### config.mk
export PLATFORM = sky130hd
export DESIGN_NAME = twi_ptr_target
export DESIGN_NICKNAME = d
export VERILOG_FILES = /design/src/rtl/twi_ptr_pkg.sv /design/src/rtl/twi_sync.sv /design/src/rtl/twi_cond_det.sv /design/src/rtl/twi_rx_frame.sv /design/src/rtl/twi_ptr_target.sv
export SDC_FILE = /design/constraint.sdc
export NUM_CORES = 1
export LEC_CHECK = 0
export BUFFER_PORTS_ARGS = -buffer_cell sky130_fd_sc_hd__buf_2
export CELL_PAD_IN_SITES_DETAIL_PLACEMENT = 0
export CELL_PAD_IN_SITES_GLOBAL_PLACEMENT = 1
export CORE_ASPECT_RATIO = 1.25
export CORE_UTILIZATION = 40
export CTS_BUF_LIST = sky130_fd_sc_hd__clkbuf_16
export DETAILED_ROUTE_END_ITERATION = 8
export PLACE_DENSITY = 0.79
export SKIP_CTS_REPAIR_TIMING = 1
export SYNTH_ARGS = -nofsm -noshare
export SYNTH_HDL_FRONTEND = slang
export SYNTH_SLANG_ARGS = --single-unit
### constraint.sdc
create_clock -name clk -period 6.95 [get_ports clk]
set_clock_uncertainty 0.1 [all_clocks]
set_input_delay 0.695 -clock clk [delete_from_list [all_inputs] [get_ports clk]]
set_output_delay 0.695 -clock clk [all_outputs]
set_load 0.02 [all_outputs]
### src/rtl/twi_ptr_pkg.sv
package twi_ptr_pkg;

  localparam int ADDR_W    = 7;
  localparam int BYTE_BITS = 8;
  localparam int REG_W     = 2 * BYTE_BITS;
  localparam int SEL_W     = 2;
  localparam int CNT_W     = $clog2(BYTE_BITS + 2);

  localparam logic [CNT_W-1:0] CNT_BYTE = CNT_W'(BYTE_BITS);
  localparam logic [CNT_W-1:0] CNT_SLOT = CNT_W'(BYTE_BITS + 1);

  localparam logic [SEL_W-1:0] SEL_TEMP = 2'd0;
  localparam logic [SEL_W-1:0] SEL_CFG  = 2'd1;

  typedef enum logic [2:0] {
    PH_IDLE, PH_ADDR, PH_PTR, PH_WR, PH_RD, PH_IGN
  } phase_t;

  // number of data bytes accepted on a write to this register
  function automatic logic [1:0] wr_len(input logic [SEL_W-1:0] sel);
    if (sel == SEL_TEMP)     return 2'd0;
    else if (sel == SEL_CFG) return 2'd1;
    else                     return 2'd2;
  endfunction

  // number of data bytes offered on a read of this register
  function automatic logic [1:0] rd_len(input logic [SEL_W-1:0] sel);
    return (sel == SEL_CFG) ? 2'd1 : 2'd2;
  endfunction

  // pointer byte names a register rather than an opcode
  function automatic logic is_select(input logic [BYTE_BITS-1:0] b);
    return b[BYTE_BITS-1:SEL_W] == '0;
  endfunction

  // bit to present after `done` bits of a byte have been clocked out
  function automatic logic tx_bit(input logic [BYTE_BITS-1:0] b,
                                  input logic [CNT_W-1:0] done);
    return b[3'd7 - done[2:0]];
  endfunction

endpackage

### src/rtl/twi_sync.sv
module twi_sync #(
  parameter int W      = 2,
  parameter int STAGES = 2
) (
  input  logic         clk,
  input  logic         rst_n,
  input  logic [W-1:0] d,
  output logic [W-1:0] q
);

  genvar g;
  generate
    for (g = 0; g < STAGES; g++) begin : g_stage
      logic [W-1:0] r;
      if (g == 0) begin : g_first
        always_ff @(posedge clk or negedge rst_n) begin
          if (!rst_n) r <= '1;
          else        r <= d;
        end
      end else begin : g_next
        always_ff @(posedge clk or negedge rst_n) begin
          if (!rst_n) r <= '1;
          else        r <= g_stage[g-1].r;
        end
      end
    end
  endgenerate

  assign q = g_stage[STAGES-1].r;

endmodule

### src/rtl/twi_cond_det.sv
module twi_cond_det (
  input  logic clk,
  input  logic rst_n,
  input  logic scl_s,
  input  logic sda_s,
  output logic start_evt,
  output logic stop_evt,
  output logic scl_rise,
  output logic scl_fall
);

  logic scl_q, sda_q;

  always_ff @(posedge clk or negedge rst_n) begin
    if (!rst_n) begin
      scl_q <= 1'b1;
      sda_q <= 1'b1;
    end else begin
      scl_q <= scl_s;
      sda_q <= sda_s;
    end
  end

  assign start_evt = scl_q & scl_s & sda_q & ~sda_s;
  assign stop_evt  = scl_q & scl_s & ~sda_q & sda_s;
  assign scl_rise  = scl_s & ~scl_q;
  assign scl_fall  = ~scl_s & scl_q;

endmodule

### src/rtl/twi_rx_frame.sv
module twi_rx_frame
  import twi_ptr_pkg::*;
(
  input  logic                 clk,
  input  logic                 rst_n,
  input  logic                 clr,
  input  logic                 scl_rise,
  input  logic                 scl_fall,
  input  logic                 sda_s,
  output logic [CNT_W-1:0]     cnt,
  output logic [BYTE_BITS-1:0] rx_byte,
  output logic                 ack_bit,
  output logic                 byte_end,
  output logic                 slot_end
);

  // falling edge after the eighth data bit, and after the acknowledge slot
  assign byte_end = scl_fall && (cnt == CNT_BYTE);
  assign slot_end = scl_fall && (cnt == CNT_SLOT);

  always_ff @(posedge clk or negedge rst_n) begin
    if (!rst_n) begin
      cnt     <= '0;
      rx_byte <= '0;
      ack_bit <= 1'b1;
    end else if (clr || slot_end) begin
      cnt <= '0;
    end else if (scl_rise) begin
      if (cnt < CNT_BYTE)
        rx_byte <= {rx_byte[BYTE_BITS-2:0], sda_s};
      else if (cnt == CNT_BYTE)
        ack_bit <= sda_s;
      if (cnt != CNT_SLOT)
        cnt <= cnt + 1'b1;
    end
  end

endmodule

### src/rtl/twi_ptr_target.sv
module twi_ptr_target
  import twi_ptr_pkg::*;
#(
  parameter logic [ADDR_W-1:0] DEV_ADDR    = 7'h48,
  parameter int                SYNC_STAGES = 2
) (
  input  logic             clk,
  input  logic             rst_n,
  input  logic             scl_i,
  input  logic             sda_i,
  output logic             sda_oe,
  output logic [SEL_W-1:0] reg_sel,
  input  logic [REG_W-1:0] reg_rd_data,
  output logic             reg_wr_en,
  output logic [REG_W-1:0] reg_wr_data,
  output logic             cmd_valid,
  output logic [7:0]       cmd_code
);

  // named internal events
  logic [1:0]           sync_q;
  logic                 scl_s, sda_s;
  logic                 start_evt, stop_evt, scl_rise, scl_fall;
  logic [CNT_W-1:0]     cnt;
  logic [BYTE_BITS-1:0] rx_byte;
  logic                 ack_bit, byte_end, slot_end;
  logic                 addr_hit;

  phase_t               phase;
  logic                 rw;
  logic [1:0]           wr_idx;
  logic                 rd_idx;
  logic [BYTE_BITS-1:0] hold_hi, snap_lo, tx_byte;

  twi_sync #(.W(2), .STAGES(SYNC_STAGES)) u_sync (
    .clk(clk), .rst_n(rst_n), .d({scl_i, sda_i}), .q(sync_q)
  );
  assign scl_s = sync_q[1];
  assign sda_s = sync_q[0];

  twi_cond_det u_cond (
    .clk(clk), .rst_n(rst_n), .scl_s(scl_s), .sda_s(sda_s),
    .start_evt(start_evt), .stop_evt(stop_evt),
    .scl_rise(scl_rise), .scl_fall(scl_fall)
  );

  twi_rx_frame u_frame (
    .clk(clk), .rst_n(rst_n), .clr(start_evt | stop_evt),
    .scl_rise(scl_rise), .scl_fall(scl_fall), .sda_s(sda_s),
    .cnt(cnt), .rx_byte(rx_byte), .ack_bit(ack_bit),
    .byte_end(byte_end), .slot_end(slot_end)
  );

  assign addr_hit = (rx_byte[BYTE_BITS-1:1] == DEV_ADDR);

  always_ff @(posedge clk or negedge rst_n) begin
    if (!rst_n) begin
      phase       <= PH_IDLE;
      sda_oe      <= 1'b0;
      rw          <= 1'b0;
      reg_sel     <= SEL_TEMP;
      wr_idx      <= '0;
      rd_idx      <= 1'b0;
      hold_hi     <= '0;
      snap_lo     <= '0;
      tx_byte     <= '0;
      reg_wr_en   <= 1'b0;
      reg_wr_data <= '0;
      cmd_valid   <= 1'b0;
      cmd_code    <= '0;
    end else begin
      reg_wr_en <= 1'b0;
      cmd_valid <= 1'b0;
      if (start_evt) begin
        phase  <= PH_ADDR;
        sda_oe <= 1'b0;
      end else if (stop_evt) begin
        phase  <= PH_IDLE;
        sda_oe <= 1'b0;
      end else if (byte_end) begin
        // decide the acknowledge for the byte just received
        unique case (phase)
          PH_ADDR: begin
            if (addr_hit) begin
              sda_oe <= 1'b1;
              rw     <= rx_byte[0];
            end else begin
              phase  <= PH_IGN;
              sda_oe <= 1'b0;
            end
          end
          PH_PTR: begin
            sda_oe <= 1'b1;
            if (is_select(rx_byte)) begin
              reg_sel <= rx_byte[SEL_W-1:0];
              wr_idx  <= 2'd0;
            end else begin
              cmd_valid <= 1'b1;
              cmd_code  <= rx_byte;
              wr_idx    <= 2'd2;
            end
          end
          PH_WR: begin
            if (wr_idx < wr_len(reg_sel)) begin
              sda_oe <= 1'b1;
              wr_idx <= wr_idx + 2'd1;
              if (wr_idx == 2'd0) hold_hi <= rx_byte;
              if (wr_idx + 2'd1 == wr_len(reg_sel)) begin
                reg_wr_en   <= 1'b1;
                reg_wr_data <= (wr_idx == 2'd0) ? {rx_byte, 8'h00}
                                                : {hold_hi, rx_byte};
              end
            end else begin
              sda_oe <= 1'b0;
            end
          end
          PH_RD:   sda_oe <= 1'b0;
          default: sda_oe <= 1'b0;
        endcase
      end else if (slot_end) begin
        // acknowledge slot over: set up the next byte
        unique case (phase)
          PH_ADDR: begin
            if (rw) begin
              phase   <= PH_RD;
              rd_idx  <= 1'b0;
              tx_byte <= reg_rd_data[REG_W-1:BYTE_BITS];
              snap_lo <= reg_rd_data[BYTE_BITS-1:0];
              sda_oe  <= ~reg_rd_data[REG_W-1];
            end else begin
              phase  <= PH_PTR;
              sda_oe <= 1'b0;
            end
          end
          PH_PTR: begin
            phase  <= PH_WR;
            sda_oe <= 1'b0;
          end
          PH_RD: begin
            if (!ack_bit && !rd_idx && rd_len(reg_sel) == 2'd2) begin
              rd_idx  <= 1'b1;
              tx_byte <= snap_lo;
              sda_oe  <= ~snap_lo[BYTE_BITS-1];
            end else begin
              phase  <= PH_IGN;
              sda_oe <= 1'b0;
            end
          end
          default: sda_oe <= 1'b0;
        endcase
      end else if (scl_fall && phase == PH_RD && cnt != '0 && cnt < CNT_BYTE) begin
        sda_oe <= ~tx_bit(tx_byte, cnt);
      end
    end
  end

endmodule

# After elaboration in Yosys (flattened, before gate mapping)
# Index checks and enable logic that the tools add are counted.
[totals] output_inout_bits=29 register_bits=79 wordCells=154 input_bits=20
[op_classes] n_bitwise=21 eq_ne=17 n_lt_le_gt_ge=3 n_reduce_logical=33 mux=57 n_addsub=3
[ops] op="2-to-1 mux 2 bit" n=13
[ops] op="AND reduction 5 bit" n=5
[ops] op="2-to-1 mux 3 bit" n=8
[ops] op="2-to-1 mux 1 bit" n=23
[ops] op="AND reduction 6 bit" n=3
[ops] op="2-to-1 mux 16 bit" n=1
[ops] op="2-to-1 mux 8 bit" n=2
[ops] op="case mux 8 bit (2 select lines)" n=1
[ops] op="NOT 1 bit" n=13
[ops] op="2-to-1 mux 4 bit" n=3
[ops] op="nonzero test 5 bit" n=2
[ops] op="case mux 3 bit (3 select lines)" n=1
[ops] op="== test 4 bit, second input constant" n=2
[ops] op="inequality test 4 bit, second input constant" n=2
[ops] op="nonzero test 2 bit" n=4
[ops] op="nonzero test 4 bit" n=2
[ops] op="AND 1 bit" n=7
[ops] op="== test 7 bit, second input constant" n=1
[ops] op="logical AND 1 bit" n=7
[ops] op="AND reduction 7 bit" n=1
[ops] op="== test 3 x 2 -> 1 bit, second input constant" n=2
[ops] op="zero test 6 bit" n=1
[ops] op="inequality test 2 bit, second input constant" n=3
[ops] op="inequality test 5 bit, second input constant" n=1
[ops] op="other kinds (23)" n=26

# Logic depth before layout (Yosys ltp)
[logic_depth] ltp_word=20 ltp_mapped=10 ltp_nobuf=8

# By module
# From an unflattened synthesis, not the netlist that was laid out.
[unflattened] hier_cells=283 area_unflattened_um2=3743.6
[modules_own_cells] mod="twi_ptr_target" n_inst=1 cells_each=224 area_per_inst_um2=2926.6 seq_area_each_um2=1501.4
[modules_own_cells] mod="twi_rx_frame" n_inst=1 cells_each=49 area_per_inst_um2=624.3 seq_area_each_um2=326.6
[modules_own_cells] mod="twi_sync" n_inst=1 cells_each=4 area_per_inst_um2=105.1 seq_area_each_um2=105.1
[modules_own_cells] mod="twi_cond_det" n_inst=1 cells_each=6 area_per_inst_um2=87.6 seq_area_each_um2=52.6

# Worst setup path before layout
# No wires, ideal clock.
[synth_timing] path_kind="reg-to-reg" from="register reg_sel[1]" to="register reg_wr_data[0]" t_arrival_ns=2.085 required_time_ns=6.725 setup_time_ns=0.125 stages_incl_launch_ff=10 period_less_slack_ns=2.310 slack_ns=4.640 n_path_buf=2 path_cell_list="dfrtp_1 inv_1 ha_1 nor2b_1 nor2_1 nand4_2 or3_1 buf_6 buf_12 mux2_4"
[synth_between] elab_chain_len=10 elab_cells_between_ends=16 classes_between="order compare (1); eq/ne (2); mux (11); reduce/logical (2)"
[synth_lines] element="start: declaration" line="twi_ptr_target.sv:12" source="output logic [SEL_W-1:0] reg_sel,"
[synth_lines] element="start signal: assignment" line="twi_ptr_target.sv:95" source="reg_sel <= rx_byte[SEL_W-1:0];"
[synth_lines] element="== test 2 x 1 -> 1 bit" line="twi_ptr_pkg.sv:22" source="else if (sel == SEL_CFG) return 2'd1;"
[synth_lines] element="2-to-1 mux 2 bit" line="twi_ptr_pkg.sv:22"
[synth_lines] element="2-to-1 mux 2 bit *" line="twi_ptr_pkg.sv:21" source="if (sel == SEL_TEMP) return 2'd0;"
[synth_lines] element="2-to-1 mux 2 bit" line="twi_ptr_target.sv:104" source="if (wr_idx < wr_len(reg_sel)) begin"
[synth_lines] element="2-to-1 mux 2 bit" line="twi_ptr_target.sv:82" source="unique case (phase)"
[synth_lines] element="2-to-1 mux 2 bit" line="twi_ptr_target.sv:80" source="end else if (byte_end) begin"
[synth_lines] element="2-to-1 mux 2 bit" line="twi_ptr_target.sv:77" source="end else if (stop_evt) begin"
[synth_lines] element="2-to-1 mux 2 bit" line="twi_ptr_target.sv:74" source="if (start_evt) begin"
[synth_lines] element="== test 2 bit" line="twi_ptr_target.sv:108" source="if (wr_idx + 2'd1 == wr_len(reg_sel)) begin"
[synth_lines] element="AND reduction 6 bit (no source line) *"
[synth_lines] element="end signal: assignment" line="twi_ptr_target.sv:110" source="reg_wr_data <= (wr_idx == 2'd0) ? {rx_byte, 8'h00}"
[synth_lines] element="end: declaration" line="twi_ptr_target.sv:15" source="output logic [REG_W-1:0] reg_wr_data,"
# Mark *: on every way between the ends. The rest lies on a longest branch, timed or not. The select of a mux whose other input is x is not followed.
# A chain may end at the register's enable or synchronous reset.

# Final worst setup path
[layout_timing] from="register u_frame.rx_byte[2]" to="register sda_oe"
[layout_between] elab_chain_len=6
[layout_lines] element="start: declaration" line="twi_rx_frame.sv:11" source="output logic [BYTE_BITS-1:0] rx_byte,"
[layout_lines] element="start signal: assignment" line="twi_rx_frame.sv:30" source="rx_byte <= {rx_byte[BYTE_BITS-2:0], sda_s};"
[layout_lines] element="== test 7 bit" line="twi_ptr_target.sv:54" source="assign addr_hit = (rx_byte[BYTE_BITS-1:1] == DEV_ADDR);"
[layout_lines] element="2-to-1 mux 1 bit" line="twi_ptr_target.sv:84" source="if (addr_hit) begin"
[layout_lines] element="case mux 1 bit (3 select lines)" line="twi_ptr_target.sv:82"
[layout_lines] element="2-to-1 mux 1 bit" line="twi_ptr_target.sv:80"
[layout_lines] element="2-to-1 mux 1 bit" line="twi_ptr_target.sv:77"
[layout_lines] element="2-to-1 mux 1 bit" line="twi_ptr_target.sv:74"
[layout_lines] element="end signal: assignment" line="twi_ptr_target.sv:129" source="sda_oe <= ~reg_rd_data[REG_W-1];"
[layout_lines] element="end signal: assignment" line="twi_ptr_target.sv:143" source="sda_oe <= ~snap_lo[BYTE_BITS-1];"
[layout_lines] element="end signal: assignment" line="twi_ptr_target.sv:152" source="sda_oe <= ~tx_bit(tx_byte, cnt);"
[layout_lines] element="end: declaration" line="twi_ptr_target.sv:11" source="output logic sda_oe,"
# Every way passes these cells.

==> insert_results.sql <==
INSERT INTO impl_metrics (metric_group, metric, value, unit) VALUES
('run_status', 'run_status', 'finished clean', ''),
('timing', 'fin_hold_viols', '0', ''),
('detailed_routing', 'dr_total_vias', '2435', ''),
('clock_tree', 'clock_latency', '330', 'ps'),
('pwr', 'power_density', '300', 'nW/um^2'),
('critical_path', 'crit_type', 'reg -> reg', ''),
('layout', 'layout-drive-gt1-share', '41.9', '%'),
('synth', 'synth_enable_flop_cells', '0', ''),
('clock_tree', 'cts-root-buf', 'sky130_fd_sc_hd__clkbuf_16', ''),
('floorplan', 'floorplan.io_pins', '49', ''),
('floorplan', 'die_w', '88.9', 'um'),
('timing', 'slew-limit-headroom', '34.9', '%'),
('min_path', 'hold_path_end', 'u_sync.q[0]', ''),
('critical_path', 'r2r_start', 'u_frame.rx_byte[2]', ''),
('synth', 'synth_area_per_cell', '12.9', 'um^2'),
('timing', 'setup_ws', '4280', 'ps'),
('global_routing', 'grt_resource_usage_total', '16.9', '%'),
('pwr', 'p_leak', '0.00213', 'uW'),
('layout', 'final.fill_count', '886', ''),
('critical_path', 'worstReg2RegEnd', 'sda_oe', ''),
('synth', 'ys.warnings.count', '0', ''),
('critical_path', 'path_delay_family', 'simple AND/OR/NAND/NOR gates', ''),
('critical_path', 'end_kind', 'flop', ''),
('detailed_routing', 'finalWirelength', '7420', 'um'),
('critical_path', 'path_cells', 'or4_1 -> nor4_1 -> a21oi_1 -> a2111oi_0 -> mux2_2', ''),
('global_routing', 'antenna_found_initial', '0', ''),
('global_routing', 'grt_start_max_net_pins', '80', ''),
('clock_tree', 'cts_max_level', '3', ''),
('placement', 'hpwl', '4980', 'um'),
('clock_tree', 'cts_num_sinks', '79', ''),
('min_path', 'worstHoldStart', 'u_sync.g_stage[0].r[0]', ''),
('synth', 'syn-num-nets', '319', ''),
('floorplan', 'die_height', '111', 'um'),
('placement', 'setup_ws_pre_cts', '4310', 'ps'),
('critical_path', 'path_max_fanout', '7', ''),
('critical_path', 'reg2reg_slack', '4280', 'ps'),
('synth', 'yosysTopAreaCell', 'sky130_fd_sc_hd__dfrtp_1', ''),
('synth', 'synth.distinct_cells', '48', ''),
('layout', 'multiInputGateArea', '1690', 'um^2'),
('clock_tree', 'clock_tree_from_tritoncts', 'done', ''),
('global_routing', 'grt_pass1_vias', '2513', ''),
('timing', 'setup_repair_after_global_routing_missed_its_margin', 'false', ''),
('layout', 'insertedDiodeCount', '0', ''),
('global_routing', 'grt_util_met3', '3.05', '%'),
('critical_path', 'worst_ep_required_time', '7120', 'ps'),
('pwr', 'vdd_drop_max', '164', 'uV'),
('synth', 'yosys_top_cell_area_share', '47.7', '%'),
('detailed_routing', 'initialDrtViolationCount', '201', ''),
('synth', 'post_synth_inst_count', '293', ''),
('timing', 'achievable_frequency', '0.374', 'GHz'),
('layout', 'syn_to_final_growth', '17.5', '%'),
('critical_path', 'worst_setup_path_start_kind', 'flop', ''),
('placement', 'port_buffer_count', '48', ''),
('synth', 'async_reset_ff_share', '100', '%'),
('clock_tree', 'numCtsBuffers', '9', ''),
('layout', 'nNetsFinal', '368', ''),
('placement', 'last_weighted_congestion_value_of_the_routability_driven_placer', '0.881', ''),
('detailed_routing', 'final_antenna_net_count', '0', ''),
('layout', 'finalCoreUtilization', '48.4', '%'),
('timing', 'worst_pin_slew', '977', 'ps'),
('detailed_routing', 'drtPass1Iterations', '4', ''),
('critical_path', 'reg2reg_depth', '5', ''),
('synth', 'synthTopCellsByArea', 'sky130_fd_sc_hd__dfrtp_1 48%, sky130_fd_sc_hd__mux2_2 16%, sky130_fd_sc_hd__dfstp_2 4.9%', ''),
('min_path', 'hold_path.class', 'reg -> reg', ''),
('global_routing', 'first_pass_grt_wire_length', '12600', 'um'),
('detailed_routing', 'drc_errors', '0', ''),
('global_routing', 'leftover_overflow_at_the_end_of_global_routing', '0', ''),
('timing', 'min_period_over_period', '38.4', '%'),
('critical_path', 'arrival', '2850', 'ps'),
('synth', 'synth.cell_area', '3780', 'um^2'),
('flow_run', 'max-cap-violations', '0', '');
## cells in the final DEF, fill, tap and decap left out, types with 2 or more instances in the layout
cell / n
sky130_fd_sc_hd__o21ai_0: 4
sky130_fd_sc_hd__buf_2: 47
sky130_fd_sc_hd__nand2b_1: 5
sky130_fd_sc_hd__a21oi_1: 14
sky130_fd_sc_hd__nor2b_1: 12
sky130_fd_sc_hd__o21a_1: 2
sky130_fd_sc_hd__ha_1: 6
sky130_fd_sc_hd__nor3b_1: 2
sky130_fd_sc_hd__nor4_1: 2
sky130_fd_sc_hd__mux2_4: 9
sky130_fd_sc_hd__xor2_1: 3
sky130_fd_sc_hd__clkbuf_16: 9
sky130_fd_sc_hd__or3_1: 2
sky130_fd_sc_hd__xnor2_1: 2
sky130_fd_sc_hd__nand3_1: 6
sky130_fd_sc_hd__nand2_1: 9
sky130_fd_sc_hd__dfrtp_1: 72
sky130_fd_sc_hd__nand4_1: 2
sky130_fd_sc_hd__dfstp_2: 7
sky130_fd_sc_hd__nor2_1: 20
sky130_fd_sc_hd__inv_1: 12
sky130_fd_sc_hd__mux2_2: 55
sky130_fd_sc_hd__bufinv_16: 3
sky130_fd_sc_hd__mux2i_1: 14
sky130_fd_sc_hd__buf_4: 2
## routing by layer
layer | vias to the layer above | part of all wire, %
met5 | - | 0
met4 | 0 | 2.1
met3 | 11 | 3.7
met2 | 59 | 50
met1 | 1225 | 44
li1 | 1140 | -
## cell families after synthesis
logic type,Yosys count,share of synthesized area (%)
buffers and inverters,21,3.01
and+or+nand+nor,74,12.1
xor gates and xnor gates,5,1.16
adders and majority gates,6,1.99
muxes,79,24.3
DFF,79,52.5
AOI/OAI and AO/OA,29,4.90
## cell usage after synthesis (2+ instances only)
cell,number
sky130_fd_sc_hd__xor2_1,3
sky130_fd_sc_hd__o21a_1,2
sky130_fd_sc_hd__buf_2,3
sky130_fd_sc_hd__ha_1,6
sky130_fd_sc_hd__a21oi_1,14
sky130_fd_sc_hd__dfstp_2,7
sky130_fd_sc_hd__nand2b_1,5
sky130_fd_sc_hd__nor2b_1,12
sky130_fd_sc_hd__nand3_1,6
sky130_fd_sc_hd__o21ai_0,4
sky130_fd_sc_hd__buf_6,2
sky130_fd_sc_hd__nand4_1,2
sky130_fd_sc_hd__nor3b_1,3
sky130_fd_sc_hd__mux2_2,55
sky130_fd_sc_hd__nor4_1,2
sky130_fd_sc_hd__nand2_1,9
sky130_fd_sc_hd__xnor2_1,2
sky130_fd_sc_hd__nor2_1,20
sky130_fd_sc_hd__mux2_4,9
sky130_fd_sc_hd__inv_1,10
sky130_fd_sc_hd__or3_1,2
sky130_fd_sc_hd__dfrtp_1,72
sky130_fd_sc_hd__mux2i_1,14
sky130_fd_sc_hd__clkbuf_1,5
## through the flow
stage	power [uW]	cell area (um^2)	hold WS, ps	std cells
final	1330	4440	257	469
after detailed placement	818	4110	251	454
after global routing	1390	4440	264	469
after floorplan	744	3780	245	293
after global placement	811	4110	247	454
after CTS	1340	4440	259	469
## power breakdown
group	total [uW]	internal, uW	switching (uW)
combinational	218	113	106
clock	520	345	175
sequential	594	506	88.4
## cell type report
type	instances	share of cell area [%]
clock inverter	6	2.31
tap	123	3.47
timing repair buffer	49	5.64
inverter	10	0.845
multi-input combinational	193	38.0
clock buffer	9	5.07
sequential	79	44.7
## how the worst max path moves through the flow
stage                        from              end  slack [ps]  depth (start not counted)
2_1_floorplan          reg_sel[1]   reg_wr_data[0]        4640                          9
3_3_place_gp       u_frame.cnt[1]           rd_idx        4320                          6
3_5_place_dp         u_cond.scl_q  reg_wr_data[13]        4310                          5
4_1_cts        u_frame.rx_byte[2]           sda_oe        4310                          5
5_1_grt            u_frame.cnt[1]           rd_idx        4070                          6
6_report       u_frame.rx_byte[2]           sda_oe        4280                          5
## flip-flops by register name, indices dropped and copies added (netlist names)
| signal | count |
|---|---|
| tx_byte | 8 |
| u_cond.sda_q | 1 |
| wr_idx | 2 |
| cmd_valid | 1 |
| cmd_code | 8 |
| reg_wr_en | 1 |
| sda_oe | 1 |
| u_sync.q | 2 |
| u_frame.rx_byte | 8 |
| reg_sel | 2 |
| u_frame.ack_bit | 1 |
| u_frame.cnt | 4 |
| phase | 3 |
| snap_lo | 8 |
| reg_wr_data | 16 |
| rw | 1 |
| u_sync.g_stage.r | 2 |
| hold_hi | 8 |
| rd_idx | 1 |
| u_cond.scl_q | 1 |
(Power assumes the default switching activity.)
